### src/rtl/tbus_ctrl.sv
module tbus_ctrl #(
  parameter int NMOD = 16,
  parameter int DW   = 8,
  parameter int SUBW = 3,
  parameter int TOW  = 8,
  localparam int MW  = $clog2(NMOD)
) (
  input  logic            clk,
  input  logic            rst,
  input  logic            host_wr,
  input  logic [1:0]      host_addr,
  input  logic [DW-1:0]   host_wdata,
  output logic [DW-1:0]   host_rdata,
  output logic            host_irq,
  output logic [1:0]      host_irq_src,
  output logic [NMOD-1:0] bus_sel_n,
  output logic            bus_init_n,
  output logic            bus_rcv_n,
  output logic            bus_xmt_n,
  output logic [SUBW-1:0] bus_sub_n,
  output logic [DW-1:0]   bus_dq_out_n,
  output logic            bus_dq_oe,
  input  logic [DW-1:0]   bus_dq_in_n,
  input  logic            bus_rdy_n,
  input  logic            bus_srq,
  input  logic            bus_cc
);

  typedef enum logic [3:0] {
    S_IDLE, S_INIT, S_WRDY, S_WSTB, S_WREC, S_RRDY, S_RSTB, S_RREC, S_DONE
  } st_t;

  st_t state, nxt;
  logic [1:0]      rdy_q, srq_q, cc_q;
  logic            rdy, srq_s, cc_s;
  logic [MW-1:0]   sel;
  logic            sel_vld;
  logic [DW-1:0]   dout, din;
  logic [SUBW-1:0] sub;
  logic            err;
  logic [TOW-1:0]  tmo_lim, cnt;
  logic            busy, waiting, expire, acc;
  logic            go_init, go_read, go_clr, go_wr, go_any;

  assign rdy   = rdy_q[1];
  assign srq_s = srq_q[1];
  assign cc_s  = cc_q[1];

  assign busy    = state != S_IDLE;
  assign acc     = host_wr && !busy;
  assign go_init = acc && host_addr == 2'd1 && host_wdata[3:0] == 4'h1;
  assign go_read = acc && host_addr == 2'd1 && host_wdata[3:0] == 4'h2;
  assign go_clr  = acc && host_addr == 2'd1 && host_wdata[3:0] == 4'h3;
  assign go_wr   = acc && host_addr == 2'd2;
  assign go_any  = go_init || go_read || go_wr;

  assign waiting = state inside {S_INIT, S_WRDY, S_WSTB, S_WREC, S_RRDY, S_RSTB, S_RREC};
  assign expire  = waiting && cnt == tmo_lim;

  always_comb begin
    nxt = state;
    if (expire) nxt = S_DONE;
    else begin
      case (state)
        S_IDLE: begin
          if (sel_vld) begin
            if (go_init)      nxt = S_INIT;
            else if (go_wr)   nxt = S_WRDY;
            else if (go_read) nxt = S_RRDY;
          end
        end
        S_INIT:  if (rdy)  nxt = S_DONE;
        S_WRDY:  if (rdy)  nxt = S_WSTB;
        S_WSTB:  if (!rdy) nxt = S_WREC;
        S_WREC:  if (rdy)  nxt = S_IDLE;
        S_RRDY:  if (rdy)  nxt = S_RSTB;
        S_RSTB:  if (!rdy) nxt = S_RREC;
        S_RREC:  if (rdy)  nxt = S_IDLE;
        S_DONE:  nxt = S_IDLE;
        default: nxt = S_IDLE;
      endcase
    end
  end

  always_ff @(posedge clk) begin
    if (rst) begin
      rdy_q   <= '0;
      srq_q   <= '0;
      cc_q    <= '0;
      state   <= S_IDLE;
      sel     <= '0;
      sel_vld <= 1'b0;
      dout    <= '0;
      din     <= '0;
      sub     <= '0;
      err     <= 1'b0;
      tmo_lim <= '1;
      cnt     <= '0;
    end else begin
      rdy_q <= {rdy_q[0], ~bus_rdy_n};
      srq_q <= {srq_q[0], bus_srq};
      cc_q  <= {cc_q[0], bus_cc};
      state <= nxt;
      cnt   <= (waiting && nxt == state) ? cnt + 1'b1 : '0;
      if (acc && host_addr == 2'd0) begin
        sel     <= host_wdata[MW-1:0];
        sel_vld <= 1'b1;
      end
      if (go_clr) sel_vld <= 1'b0;
      if (acc && host_addr == 2'd3) tmo_lim <= host_wdata[TOW-1:0];
      if (go_wr) dout <= host_wdata;
      if (go_read) sub <= host_wdata[4 +: SUBW];
      if (go_any) err <= !sel_vld;
      if (expire) err <= 1'b1;
      if (state == S_RSTB && !rdy) din <= ~bus_dq_in_n;
    end
  end

  for (genvar i = 0; i < NMOD; i++) begin : g_sel
    assign bus_sel_n[i] = !(sel_vld && sel == MW'(i));
  end

  assign bus_init_n   = state != S_INIT;
  assign bus_rcv_n    = state != S_WSTB;
  assign bus_xmt_n    = state != S_RSTB;
  assign bus_dq_oe    = state == S_WSTB;
  assign bus_dq_out_n = ~dout;
  assign bus_sub_n    = (state inside {S_RRDY, S_RSTB, S_RREC}) ? ~sub : '1;

  assign host_irq     = srq_s || cc_s;
  assign host_irq_src = srq_s ? 2'b10 : (cc_s ? 2'b01 : 2'b00);

  always_comb begin
    case (host_addr)
      2'd0:    host_rdata = {{(DW-MW-1){1'b0}}, sel_vld, sel};
      2'd1:    host_rdata = {{(DW-4){1'b0}}, cc_s, srq_s, err, busy};
      2'd2:    host_rdata = dout;
      default: host_rdata = din;
    endcase
  end

endmodule

### config.mk
export PLATFORM = sky130hd
export DESIGN_NAME = tbus_ctrl
export DESIGN_NICKNAME = d
export VERILOG_FILES = /design/src/rtl/tbus_ctrl.sv
export SDC_FILE = /design/constraint.sdc
export NUM_CORES = 1
export LEC_CHECK = 0
export CAP_MARGIN = 40
export CORE_MARGIN = 3
export CORE_UTILIZATION = 54
export CTS_BUF_LIST = sky130_fd_sc_hd__clkbuf_8
export CTS_CLUSTER_SIZE = 24
export DETAILED_ROUTE_END_ITERATION = 10
export PLACE_DENSITY = 0.86
export SYNTH_ARGS = -nofsm -noshare
export SYNTH_HDL_FRONTEND = slang
export SYNTH_SLANG_ARGS = --single-unit
### constraint.sdc
create_clock -name clk -period 4.8 [get_ports clk]
set_input_delay 0.48 -clock clk [delete_from_list [all_inputs] [get_ports clk]]
set_output_delay 0.48 -clock clk [all_outputs]
set_load 0.005 [all_outputs]
# Word level (Yosys, flattened, before mapping)
# Cells that the tools add are included.
[totals]
reg_bits = 51
input_bits = 24
word_cells = 128
[classes]
addsub = 1
n_eq_ne = 33
muxes = 18
bitwise = 5
reduce_logical = 59
[op_table]
columns = ["cell", "n"]
rows = [
  ["two-way mux 4 bit", 11],
  ["equality test 4 x 3 -> 1 bit, second input constant", 8],
  ["equality test 4 bit, second input constant", 8],
  ["one-hot mux 4 bit (7 select lines)", 1],
  ["logical AND 1 bit", 27],
  ["equality test 4 x 2 -> 1 bit, second input constant", 6],
  ["one-hot mux 8 bit (3 select lines)", 1],
  ["logical NOT 1 bit", 19],
  ["inverter 8 bit", 2],
  ["equality test 4 x 1 -> 1 bit, second input constant", 3],
  ["adder 8 x 1 -> 8 bit, second input constant", 1],
  ["equality test 8 bit", 1],
  ["logical NOT 4 bit", 2],
  ["nonzero test 7 bit", 1],
  ["OR reduction 2 bit", 3],
  ["equality test 2 bit, second input constant", 2],
  ["equality test 4 bit", 1],
  ["!= test 4 x 1 -> 1 bit, second input constant", 1],
  ["!= test 4 x 2 -> 1 bit, second input constant", 1],
  ["!= test 4 x 3 -> 1 bit, second input constant", 1],
  ["nonzero test 4 bit", 1],
  ["logical OR 1 bit", 3],
  ["two-way mux 1 bit", 3],
  ["two-way mux 3 bit", 1],
  ["other kinds (7)", 8],
]

# Depth between registers and ports, before layout
[depth]
depth_word = 15
ltp_mapped = 7
ltp_nobuf = 5

# Worst setup path after synthesis
# No wires, ideal clock.
[synth_path]
kind = "input to register"
start = "in host_wdata[2]"
end = "reg cnt[1]"
arrival_ps = 1949
slack_ps = 2755
stages = 5
path_buffers = 0
cell_sequence = "nor4b_1 o21ai_0 o32a_1 xnor2_4 nor4b_1"
[synth_via]
elab_chain_len = 12
word_cells_on_any_way = 14
cone_classes = "eq/ne: 3; mux: 6; bitwise: 1; reduce/logical: 4"
[synth_lines]
columns = ["item", "line", "source"]
rows = [
  ["start, declared", "12", "input logic [DW-1:0] host_wdata,"],
  ["equality test 4 x 2 -> 1 bit", "52", "assign go_read = acc && host_addr == 2'd1 && host_wdata[3:0] == 4'h2;"],
  ["logical AND 1 bit", "52", ""],
  ["two-way mux 4 bit", "69", "else if (go_read) nxt = S_RRDY;"],
  ["two-way mux 4 bit", "68", "else if (go_wr) nxt = S_WRDY;"],
  ["two-way mux 4 bit *", "67", "if (go_init) nxt = S_INIT;"],
  ["two-way mux 4 bit *", "66", "if (sel_vld) begin"],
  ["one-hot mux 4 bit (7 select lines) *", "64", "case (state)"],
  ["two-way mux 4 bit *", "62", "if (expire) nxt = S_DONE;"],
  ["equality test 4 bit *", "104", "cnt <= (waiting && nxt == state) ? cnt + 1'b1 : '0;"],
  ["logical AND 1 bit *", "104", ""],
  ["inverter 1 bit (no source line) *", "n/a", ""],
  ["OR reduction 2 bit (no source line) *", "n/a", ""],
  ["end signal, assigned", "104", ""],
  ["end, declared", "41", "logic [TOW-1:0] tmo_lim, cnt;"],
]
# Every way passes the cells marked *; elsewhere a longest branch is shown, timed or not.
# A chain may end at the register's enable or synchronous reset.

# Final worst setup path
[layout_path]
start = "in host_addr[0]"
end = "out host_rdata[0]"
[layout_via]
elab_chain_len = 2
word_cells_on_any_way = 4
cone_classes = "eq/ne: 2; mux: 1; reduce/logical: 1"
[layout_lines]
columns = ["item", "line", "source"]
rows = [
  ["start, declared", "11", "input logic [1:0] host_addr,"],
  ["equality test 2 bit (tied with other cells)", "134", "case (host_addr)"],
  ["one-hot mux 8 bit (3 select lines) *", "134", ""],
  ["end, declared", "13", "output logic [DW-1:0] host_rdata,"],
]
# Marks and branches as above.

==> metrics.yaml <==
routedWlPerCell_um: 14.6
drt_iter0_markers: 130
synth_compound_area_share_pct: 12.6
io_pins: 66
finalCritPeriodShare_pct: 60.5
swShare_pct: 21.7
r2r.worst_path.cells: 5
leakage_nw: 1.25
cts_resized: 0
core_area_um2: 4380
place_congestion: 0.836
crit_start: "host_addr[0]"
synth_simple_gate_area_share_pct: 24.9
worst_slack_ps: 1900
hold_ws_ps: 448
fp.dieArea_um2: 5440
synth_top_area_share_pct: 41.2
fin_nets: 373
rsz0062_at_grt: "no"
rows: 24
status: "finished clean"
power_frac_clock_pct: 36.4
clk_pin_slew_ps: 90
synthTopCellsByArea: "dfxtp_1 41%, nor2_1 7.0%, nand2_1 4.4%, xnor2_1 3.9%, mux4_2 3.6%"
numCtsBuffers: 5
grt_pass1_wl_um: 9180
cp-start-kind: "input port"
num_vias: 2215
layout-drive-gt1-share_pct: 6.30
synth-xor-area-share_pct: 7.06
via_per_inst: 5.52
pwr-share-seq_pct: 53.6
ant_nets: 0
power_density_nw_per_um2: 255
holdBufCountCts: 0
post-synth-top-count-cell: "dfxtp_1"
clockBufferDepth: 2
synth_area_um2: 2480
critical_path_required_ps: 4320
crit_type: "in2out"
max-cap-violations: 0
synth_fp_nets: 315
synth.area.mux_share_pct: 7.32
cts_max_level: 2
power_switching_uw: 179
period_minus_slack_ps: 2900
r2r_slack_ps: 2590
wirelength_um: 5850
hp-class: "reg2reg"
areaGrowthSynthToFinish_pct: 31.1
internal-power_uw: 648
synthCells: 290
synth_edf_count: 0
pre_cts_ws_ps: 1600
ys_warn_count: 0
endpoint_kind: "output pin"
synth_async_sr_flop_share_pct: 0
grt_start_max_net_pins: 42
placed_cells: 393
drv_slew: 0
grt_usage_pct: 22.0
r2r-end: "cnt[4]"
postCtsSetupRepairBufs: 0
grt_antenna_before_repair: 0
clock_skew_ps: 9.37
yosys.area.top_type: "dfxtp_1"
crit_fanout: 13
slew_headroom_pct: 56.3
ys_types: 42
r2r_start: "state[0]"
setup_viol: 0
cts_root_buf: "clkbuf_8"
synth_area_per_cell_um2: 8.55
synth_top_family_by_area: "simple AND/OR/NAND/NOR gates"
cts_tree: "built"
synthAdderAreaFrac_pct: 0.505
tightest_slew_ps: 653
ys_top_cells_by_count: "51 x dfxtp_1, 46 x nor2_1, 29 x nand2_1"
yosys_register_bits: 51
diodes: 0
max_clock_freq_mhz: 344
grt_overflow: 0
ys_seq_area_share_pct: 41.2
arrival_ps: 2420
dr.pass1.iters: 7
dpl.hpwl_um: 4430
fin_setup_tns_ps: 0
place.port_buffers: 65
fin_cells: 401
initial_core_util_pct: 56.6
timing.final.hold_violations: 0
cts.sinks: 51
drc: 0
grt_pass1_vias: 1975
synth_flop_cell: "dfxtp_1"
die_w_um: 73.8
die_height_um: 73.8
p_total_uw: 828
power_frac_comb_pct: 10.0
clock_latency_ps: 300
vdd_drop_max_uv: 220
crit_end: "host_rdata[0]"
-- stage by stage --
step / cell area, µm² / utilization (%)
global placement: 3130 / 71.3
detailed placement: 3130 / 71.5
global route: 3250 / 74.2
CTS: 3250 / 74.2
finish: 3250 / 74.2
floorplan: 2480 / -
-- worst min path at each step --
stage / cells after the start / to / slack [ps] / from
final: 1 / srq_q[1] / 450 / srq_q[0]
after global routing: 1 / rdy_q[1] / 460 / rdy_q[0]
after CTS: 1 / rdy_q[1] / 450 / rdy_q[0]
after detailed placement: 1 / rdy_q[1] / 430 / rdy_q[0]
after global placement: 1 / cc_q[1] / 420 / cc_q[0]
after floorplan: 1 / cc_q[1] / 410 / cc_q[0]
-- cell families after synthesis --
kind of cell | Yosys count
buf+inv | 38
compound gates | 44
mux | 13
flops | 51
fa+ha+maj | 1
xor+xnor | 17
simple gates | 126
-- cell type report --
type / count / area (µm²)
Clock buffer: 6 / 82.6
Clock inverter: 2 / 35.0
Fill cell: 328 / 1130
Inverter: 22 / 82.6
Multi-Input combinational cell: 201 / 1300
Sequential cell: 51 / 1020
Tap cell: 52 / 65.1
Timing Repair Buffer: 67 / 666
-- metal layers --
metal	global-route usage, %	up-vias	part of all wire, %
met5	0	-	0
met4	5.03	0	0.94
met3	5.06	7	5.9
met2	35.2	73	48
met1	30.2	1029	45
li1	-	1106	-
-- power groups by stage --
stage | combinational (mW) | clock [mW] | sequential [mW]
6_report | 0.0831 | 0.301 | 0.443
5_1_grt | 0.0899 | 0.322 | 0.445
4_1_cts | 0.0832 | 0.306 | 0.443
3_5_place_dp | 0.0827 | 0 | 0.453
3_3_place_gp | 0.0812 | 0 | 0.453
2_1_floorplan | 0.0448 | 0 | 0.448
-- worst max-delay path, stage by stage --
cell and delay (ps):
clkdlybuf4s50_1 890, mux4_2 590, clkdlybuf4s50_1 460
-- layout by cell type (no fill, tap or decap), drive strengths merged, types with 2 or more instances in the layout --
cell and n:
nor2 46, nand2 29, a21oi 15, o21ai 4, xnor2 12, nand4 6, inv 22, a211oi 9
a211o 8, clkbuf 6, and3 3, nor2b 14, mux2i 8, or2 2, nand3 11, nor4 7
nor4b 3, nand2b 2, mux4 4, clkdlybuf4s50 65, buf 2, dfxtp 51, xor2 5
-- flip-flops by register name, summed over array words and instances (netlist names), 3 cells and up --
signal   cells
cnt          8
din          8
dout         8
sel          4
state        4
sub          3
tmo_lim      8
Note: power is estimated with default switching activity, not from simulation.
